File: config.mk
export PLATFORM = sky130hd
export DESIGN_NAME = cnt_irq_ctrl
export DESIGN_NICKNAME = d
export VERILOG_FILES = /design/src/rtl/cic_pkg.sv /design/src/rtl/cic_sync.sv /design/src/rtl/cic_decode.sv /design/src/rtl/cic_lowest.sv /design/src/rtl/cic_core.sv /design/src/rtl/cnt_irq_ctrl.sv
export SDC_FILE = /design/constraint.sdc
export NUM_CORES = 1
export LEC_CHECK = 0
export CAP_MARGIN = 10
export CORE_UTILIZATION = 50
export CTS_CLUSTER_DIAMETER = 120
export DETAILED_ROUTE_END_ITERATION = 8
export PLACE_DENSITY = 0.72
export SYNTH_ARGS = -nofsm -noshare
export SYNTH_HDL_FRONTEND = slang
export SYNTH_HIERARCHICAL = 1
export SYNTH_SLANG_ARGS = --single-unit
File: constraint.sdc
create_clock -name clk -period 19.5 [get_ports clk]
set_input_delay 2.925 -clock clk [delete_from_list [all_inputs] [get_ports clk]]
set_output_delay 2.925 -clock clk [all_outputs]
set_load 0.1 [all_outputs]
File: src/rtl/cic_pkg.sv
package cic_pkg;

    localparam int unsigned DATA_W = 32;
    localparam int unsigned WSEL_W = 10;
    localparam logic [DATA_W-1:0] CIC_IDENT = 32'h1C0C_A001;
    localparam logic [DATA_W-1:0] NONE_ACTIVE = '1;

    typedef enum logic [WSEL_W-1:0] {
        WSEL_IDENT   = 10'd0,
        WSEL_PENDING = 10'd1,
        WSEL_LOWEST  = 10'd2,
        WSEL_ALL_OFF = 10'd3,
        WSEL_OFF     = 10'd4,
        WSEL_ON      = 10'd5
    } wsel_e;

    localparam logic [WSEL_W-1:0] WSEL_LAST = 10'd5;

endpackage

File: src/rtl/cic_sync.sv
module cic_sync #(
    parameter int unsigned WIDTH = 64
) (
    input  logic             clk,
    input  logic             rst_n,
    input  logic [WIDTH-1:0] async_in,
    output logic [WIDTH-1:0] sync_out
);

    for (genvar g = 0; g < WIDTH; g++) begin : g_bit
        logic s1_d, s1_q, s2_d, s2_q;

        always_comb begin
            s1_d = async_in[g];
            s2_d = s1_q;
        end

        always_ff @(posedge clk or negedge rst_n) begin
            if (!rst_n) begin
                s1_q <= 1'b0;
                s2_q <= 1'b0;
            end else begin
                s1_q <= s1_d;
                s2_q <= s2_d;
            end
        end

        assign sync_out[g] = s2_q;
    end

endmodule

File: src/rtl/cic_decode.sv
module cic_decode
    import cic_pkg::*;
#(
    parameter int unsigned NUM_SRC = 64,
    parameter int unsigned IDX_W   = 6
) (
    input  logic              req_valid,
    input  logic              req_write,
    input  logic [DATA_W-1:0] req_addr,
    input  logic [DATA_W-1:0] req_wdata,
    output logic [WSEL_W-1:0] wsel,
    output logic              rd_en,
    output logic              all_off,
    output logic              one_off,
    output logic              one_on,
    output logic [IDX_W-1:0]  idx,
    output logic              bad_word
);

    logic in_range;
    logic wr_en;

    always_comb begin
        wsel     = req_addr[11:2];
        wr_en    = req_valid && req_write;
        rd_en    = req_valid && !req_write;
        in_range = (req_wdata < DATA_W'(NUM_SRC));
        idx      = req_wdata[IDX_W-1:0];
        all_off  = wr_en && (wsel == WSEL_ALL_OFF);
        one_off  = wr_en && (wsel == WSEL_OFF) && in_range;
        one_on   = wr_en && (wsel == WSEL_ON) && in_range;
        bad_word = req_valid && (wsel > WSEL_LAST);
    end

endmodule

File: src/rtl/cic_lowest.sv
module cic_lowest #(
    parameter int unsigned NUM_SRC = 64,
    parameter int unsigned IDX_W   = 6
) (
    input  logic [NUM_SRC-1:0] active,
    output logic               found,
    output logic [IDX_W-1:0]   index
);

    always_comb begin
        found = 1'b0;
        index = '0;
        for (int i = NUM_SRC - 1; i >= 0; i--) begin
            if (active[i]) begin
                found = 1'b1;
                index = IDX_W'(i);
            end
        end
    end

endmodule

File: src/rtl/cic_core.sv
module cic_core #(
    parameter int unsigned NUM_SRC = 64,
    parameter int unsigned IDX_W   = 6,
    parameter int unsigned CNT_W   = 7
) (
    input  logic               clk,
    input  logic               rst_n,
    input  logic [NUM_SRC-1:0] lvl_in,
    input  logic               all_off,
    input  logic               one_off,
    input  logic               one_on,
    input  logic [IDX_W-1:0]   idx,
    output logic [NUM_SRC-1:0] lvl_q,
    output logic [NUM_SRC-1:0] en_q,
    output logic [CNT_W-1:0]   cnt_q
);

    typedef struct packed {
        logic [NUM_SRC-1:0] lvl;
        logic [NUM_SRC-1:0] en;
        logic [CNT_W-1:0]   cnt;
    } core_st_t;

    core_st_t st_d, st_q;
    logic [NUM_SRC-1:0] act_now, act_next, gained, lost;
    logic [CNT_W-1:0]   n_up, n_dn;

    always_comb begin
        st_d     = st_q;
        st_d.lvl = lvl_in;

        if (all_off) begin
            st_d.en = '0;
        end else if (one_off) begin
            st_d.en[idx] = 1'b0;
        end else if (one_on) begin
            st_d.en[idx] = 1'b1;
        end

        act_now  = st_q.lvl & st_q.en;
        act_next = st_d.lvl & st_d.en;
        gained   = act_next & ~act_now;
        lost     = act_now & ~act_next;

        n_up = '0;
        n_dn = '0;
        for (int i = 0; i < NUM_SRC; i++) begin
            n_up = n_up + CNT_W'(gained[i]);
            n_dn = n_dn + CNT_W'(lost[i]);
        end

        if (all_off) begin
            st_d.cnt = '0;
        end else begin
            st_d.cnt = st_q.cnt + n_up - n_dn;
        end
    end

    always_ff @(posedge clk or negedge rst_n) begin
        if (!rst_n) begin
            st_q <= '0;
        end else begin
            st_q <= st_d;
        end
    end

    assign lvl_q = st_q.lvl;
    assign en_q  = st_q.en;
    assign cnt_q = st_q.cnt;

endmodule

File: src/rtl/cnt_irq_ctrl.sv
module cnt_irq_ctrl
    import cic_pkg::*;
#(
    parameter int unsigned NUM_SRC = 64
) (
    input  logic               clk,
    input  logic               rst_n,
    input  logic [NUM_SRC-1:0] irq_in,
    input  logic               req_valid,
    input  logic               req_write,
    input  logic [31:0]        req_addr,
    input  logic [31:0]        req_wdata,
    output logic [31:0]        rsp_rdata,
    output logic               irq_out,
    output logic               access_err
);

    localparam int unsigned IDX_W = (NUM_SRC > 1) ? $clog2(NUM_SRC) : 1;
    localparam int unsigned CNT_W = $clog2(NUM_SRC + 1);

    logic [NUM_SRC-1:0] lvl_sync, lvl_q, en_q;
    logic [CNT_W-1:0]   cnt_q;
    logic [WSEL_W-1:0]  wsel;
    logic               rd_en, all_off, one_off, one_on, bad_word;
    logic [IDX_W-1:0]   idx, low_idx;
    logic               low_found;
    logic               err_d, err_q;

    cic_sync #(.WIDTH(NUM_SRC)) u_sync (
        .clk      (clk),
        .rst_n    (rst_n),
        .async_in (irq_in),
        .sync_out (lvl_sync)
    );

    cic_decode #(.NUM_SRC(NUM_SRC), .IDX_W(IDX_W)) u_dec (
        .req_valid (req_valid),
        .req_write (req_write),
        .req_addr  (req_addr),
        .req_wdata (req_wdata),
        .wsel      (wsel),
        .rd_en     (rd_en),
        .all_off   (all_off),
        .one_off   (one_off),
        .one_on    (one_on),
        .idx       (idx),
        .bad_word  (bad_word)
    );

    cic_core #(.NUM_SRC(NUM_SRC), .IDX_W(IDX_W), .CNT_W(CNT_W)) u_core (
        .clk     (clk),
        .rst_n   (rst_n),
        .lvl_in  (lvl_sync),
        .all_off (all_off),
        .one_off (one_off),
        .one_on  (one_on),
        .idx     (idx),
        .lvl_q   (lvl_q),
        .en_q    (en_q),
        .cnt_q   (cnt_q)
    );

    cic_lowest #(.NUM_SRC(NUM_SRC), .IDX_W(IDX_W)) u_low (
        .active (lvl_q & en_q),
        .found  (low_found),
        .index  (low_idx)
    );

    always_comb begin
        rsp_rdata = '0;
        if (rd_en) begin
            case (wsel)
                WSEL_IDENT:   rsp_rdata = CIC_IDENT;
                WSEL_PENDING: rsp_rdata = DATA_W'(cnt_q);
                WSEL_LOWEST:  rsp_rdata = low_found ? DATA_W'(low_idx) : NONE_ACTIVE;
                default:      rsp_rdata = '0;
            endcase
        end
        err_d = bad_word;
    end

    always_ff @(posedge clk or negedge rst_n) begin
        if (!rst_n) begin
            err_q <= 1'b0;
        end else begin
            err_q <= err_d;
        end
    end

    assign irq_out    = (cnt_q != '0);
    assign access_err = err_q;

endmodule

==> Implementation_results.wiki <==
{| class="wikitable"
! Metric !! Value
|-
| Layout Nets || 1,683
|-
| Period utilization || 64.2%
|-
| Sinks on Clock Net || about 260
|-
| Share of Yosys cell area claimed by the top area cell type || 44.3%
|-
| Data arrival time of the critical path || around 13 ns
|-
| Kind of launch point of the worst setup path || primary input
|-
| Unrepaired setup endpoints after global routing || no
|-
| Number of enable-type register cells in the synthesized netlist || 0
|-
| Bufs and invs on worst path || 5
|-
| Cell repeated most along the worst path || fa_1
|-
| Relative slew slack || 24.2%
|-
| Count of different cell masters after synthesis || 72
|-
| Count of pins on the block boundary || 166
|-
| Final WL || 37.4 mm
|-
| Clock slew at the register clock pins of the worst setup and hold paths || 0.06 ns
|-
| Cell count after synthesis || 1,360
|-
| Global routing usage summed across all routing layers || 25.4%
|-
| Tightest Pin Transition || 1.12 ns
|-
| Post-route cell area || 16,900 µm²
|-
| Detailed-placement wirelength estimate || around 29 mm
|-
| Row count || 62
|-
| Quantity of I/O buffers inserted on ports || 143
|-
| CP max stage delay || around 0.9 ns
|-
| Cell with the largest stage delay on the worst path || nor4_2
|-
| Primary flip-flop cell chosen by synthesis mapping || dfrtp_1
|-
| Setup Viol. Count Final || 0
|-
| Initial Utilization || 51.4%
|-
| Max Fclk || between 70 and 80 MHz
|-
| Clock root buffer || clkbuf_16
|-
| CTS tree || yes
|-
| Dominant delay contributor by cell family on the critical path || adder cells
|-
| Count of cells resized by post-cts repair || 0
|-
| Iteration count of the initial detailed-routing pass || 8
|-
| Synthesized netlist net count || 1,639
|-
| Required time of the worst setup path || roughly 20 ns
|-
| Sequential fraction of the synthesis area || between 40 and 50%
|-
| Area growth from synthesis to layout || 13.0%
|-
| Detailed-route DRC error count || 0
|-
| Run status || completed
|-
| Share of final-layout standard cells stronger than drive strength 1 || 6.26%
|-
| Antenna diode instance count || 0
|-
| Global route total overflow || 0
|-
| Crit path max fanout || 9
|-
| Kind of path behind the tightest hold check || register to register
|-
| Summed negative setup slack over all endpoints || 0 ns
|-
| Max-capacitance violation count || 0
|-
| Maximum count of clock buffers along a single path || 3
|-
| Async set or reset register ratio after synthesis || 100%
|-
| Worst Skew || between 0.015 and 0.02 ns
|-
| Hold WS || 0.345 ns
|-
| Cell Area, Placed || roughly 16,000 µm²
|-
| Maximum number of pins on one net before global-route repair || approximately 110
|-
| PwrDens || 97.9 nW/µm²
|-
| Start of the worst register-to-register path || u_core/en_q[58]
|-
| Worst Path Class, Setup || primary input to register
|-
| Worst slack at placement || 6.59 ns
|-
| Vias in the first global route || 10,200
|-
| Number of hold buffers added after cts || 0
|-
| Mean cell area of the mapped netlist || 11.0 µm²
|-
| Crit path setup slack, layout || 6.99 ns
|-
| Placeable core area || 29,000 µm²
|-
| Number of hold-slack violations in the final timing report || 0
|-
| Wire length per cell after detailed routing || just over 20 µm
|-
| Count of nets left with antenna violations after detail routing || 0
|-
| Initial antenna violation count || 0
|-
| Launch instance of the worst min-delay path || u_sync/g_bit[19].s1_q
|-
| Area leader, netlist || dfrtp_1
|-
| Warning count from the yosys run || 6
|-
| Static Leak || 0.00728 µW
|-
| Die Span X || around 170 µm
|-
| Min cycle time layout || 12.51 ns
|-
| Dominant cells by area after synthesis || dfrtp_1, fa_1, buf_4, a21oi_1, inv_1
|-
| Total via count after detailed routing || 10,200
|-
| Die area || 30,500 µm²
|-
| Synthesis-stage register bit count || 264
|-
| Critical path endpoint category || register
|-
| Max-slew violation count || 0
|-
| Max VDD drop || 0.133 mV
|-
| Number of H-tree levels || 1
|-
| Die H || 175 µm
|-
| Beginning of the critical path || req_addr[3]
|-
| Mapped cell area || around 15,000 µm²
|-
| Number of buffers inserted during clock tree synthesis || 27
|-
| Avg Vias per Cell || 5.63
|-
| Drt first-iter violations || between 900 and 1,000
|-
| Insertion delay of the later-clocked pin in the worst-skew pair || 0.55 ns
|-
| First-pass GRT wire length || between 50 and 60 mm
|-
| Post-CTS Setup Inserts || 0
|-
| GPL Wtd Cong || around 0.99
|}
-- per-layer routing --
layer / global-route usage [%] / vias to the layer above / wire length (µm)
met1: 35.5 / 5008 / 15500
met5: 0 / - / 0
li1: - / 4542 / -
met4: 9.64 / 0 / 1480
met3: 4.50 / 94 / 3410
met2: 39.8 / 511 / 17000
-- layout make-up --
class	instances	area, µm²
well taps	384	480
repair buffers	153	1510
inverters	150	563
clock buffers	36	759
multi-input cells	808	6800
clock inverters	10	136
flip-flops and latches	264	6610
fillers	2439	12200
-- worst reg2reg max path, stage by stage (launching register included) --
cell	delay, ns
dfrtp_1	0.38
a21oi_1	0.07
or4b_1	0.53
and3_1	0.23
fa_1	0.52
fa_1	0.57
fa_1	0.53
fa_1	0.49
inv_1	0.06
fa_1	0.52
fa_1	0.46
fa_1	0.53
fa_1	0.54
fa_1	0.55
inv_1	0.06
fa_1	0.45
inv_1	0.08
ha_1	0.18
inv_1	0.06
fa_1	0.37
nor2b_1	0.15
o21ai_0	0.11
a21boi_0	0.19
nor3_1	0.07
-- metrics by stage --
| step | utilization, % | power [µW] | cells |
|---|---|---|---|
| after global placement | 55.0 | 1120 | 1759 |
| final | 58.1 | 1650 | 1805 |
| after floorplan | - | 1020 | 1360 |
| after global routing | 58.1 | 1780 | 1805 |
| after detailed placement | 55.0 | 1140 | 1759 |
| after CTS | 58.1 | 1670 | 1805 |
-- cells by family (layout without fill, tap and decap cells) --
group,Yosys count,in the layout,synth area share (%)
AND/OR/NAND/NOR,405,405,16.2
buffers and inverters,288,349,10.2
flip-flops,264,264,44.3
AO/OA/AOI/OAI,252,252,10.3
adder cells (fa/ha/maj),147,147,18.5
XOR/XNOR,4,4,0.420
-- synth_stat cells (all sizes together), types with 4 or more instances --
library cell  instances
buf                 129
nor4                 25
nand4                 5
clkbuf                9
and3                 17
o21ai                33
nor2                 59
nand3b               18
nor2b                22
nor3                 30
or4b                  9
inv                 150
a21oi               140
nor3b                 7
and4b                 4
nor4b                 4
or4                   4
a21o                 23
dfrtp               264
fa                  123
a211oi               30
nand3                58
and2                 65
ha                   24
nand2                58
-- sequential cells by signal, summed over array words and instances (netlist names) --
register and count:
u_core/en_q 64, u_sync/g_bit.s2_q 64, u_sync/g_bit.s1_q 64, access_err 1, u_core/lvl_q 64, u_core/cnt_q 7
-- power breakdown --
group          switching, µW  internal (µW)  total [µW]
Combinational            272            254         526
Sequential              20.6            584         604
Clock                    209            311         520
-- placed cells by master (no fill, tap or decap), types with 3 or more instances in the layout --
cell,Yosys,routed
clkbuf_8,0,5
nor2b_1,22,22
buf_4,111,10
nand2_1,58,58
clkbuf_16,0,27
nand3_1,57,57
and4b_1,4,4
clkdlybuf4s50_1,0,142
bufinv_16,0,3
nor4_1,22,22
nor4b_4,3,3
nor3b_2,4,5
a211oi_1,19,19
nor3_2,3,3
and3b_1,3,3
clkinvlp_4,0,3
a21o_1,23,23
dfrtp_1,264,264
a31oi_1,3,3
nand3b_1,18,18
nor3_1,27,27
inv_1,150,150
and2_1,65,65
clkinv_2,0,3
and3_1,17,17
o21ai_0,29,29
nor2_1,58,58
clkbuf_1,9,4
o21ai_1,4,4
or4b_1,9,9
ha_1,24,24
fa_1,123,123
a211oi_2,11,11
nand4_1,5,5
a21oi_1,140,140
or4_4,3,3
-- worst paths after layout --
check,cells past startpoint,to,slack (ns)
min in group asynchronous,1,u_sync/g_bit[19].s2_q,2.44
max in group asynchronous,2,u_core/en_q[36],15.45
hold reg to reg,0,u_sync/g_bit[19].s2_q,0.34
hold / removal,0,u_sync/g_bit[19].s2_q,0.34
setup / recovery,28,u_core/cnt_q[5],6.99
setup reg to reg,23,u_core/cnt_q[5],11.65
Power figures use the tool's default switching activity.
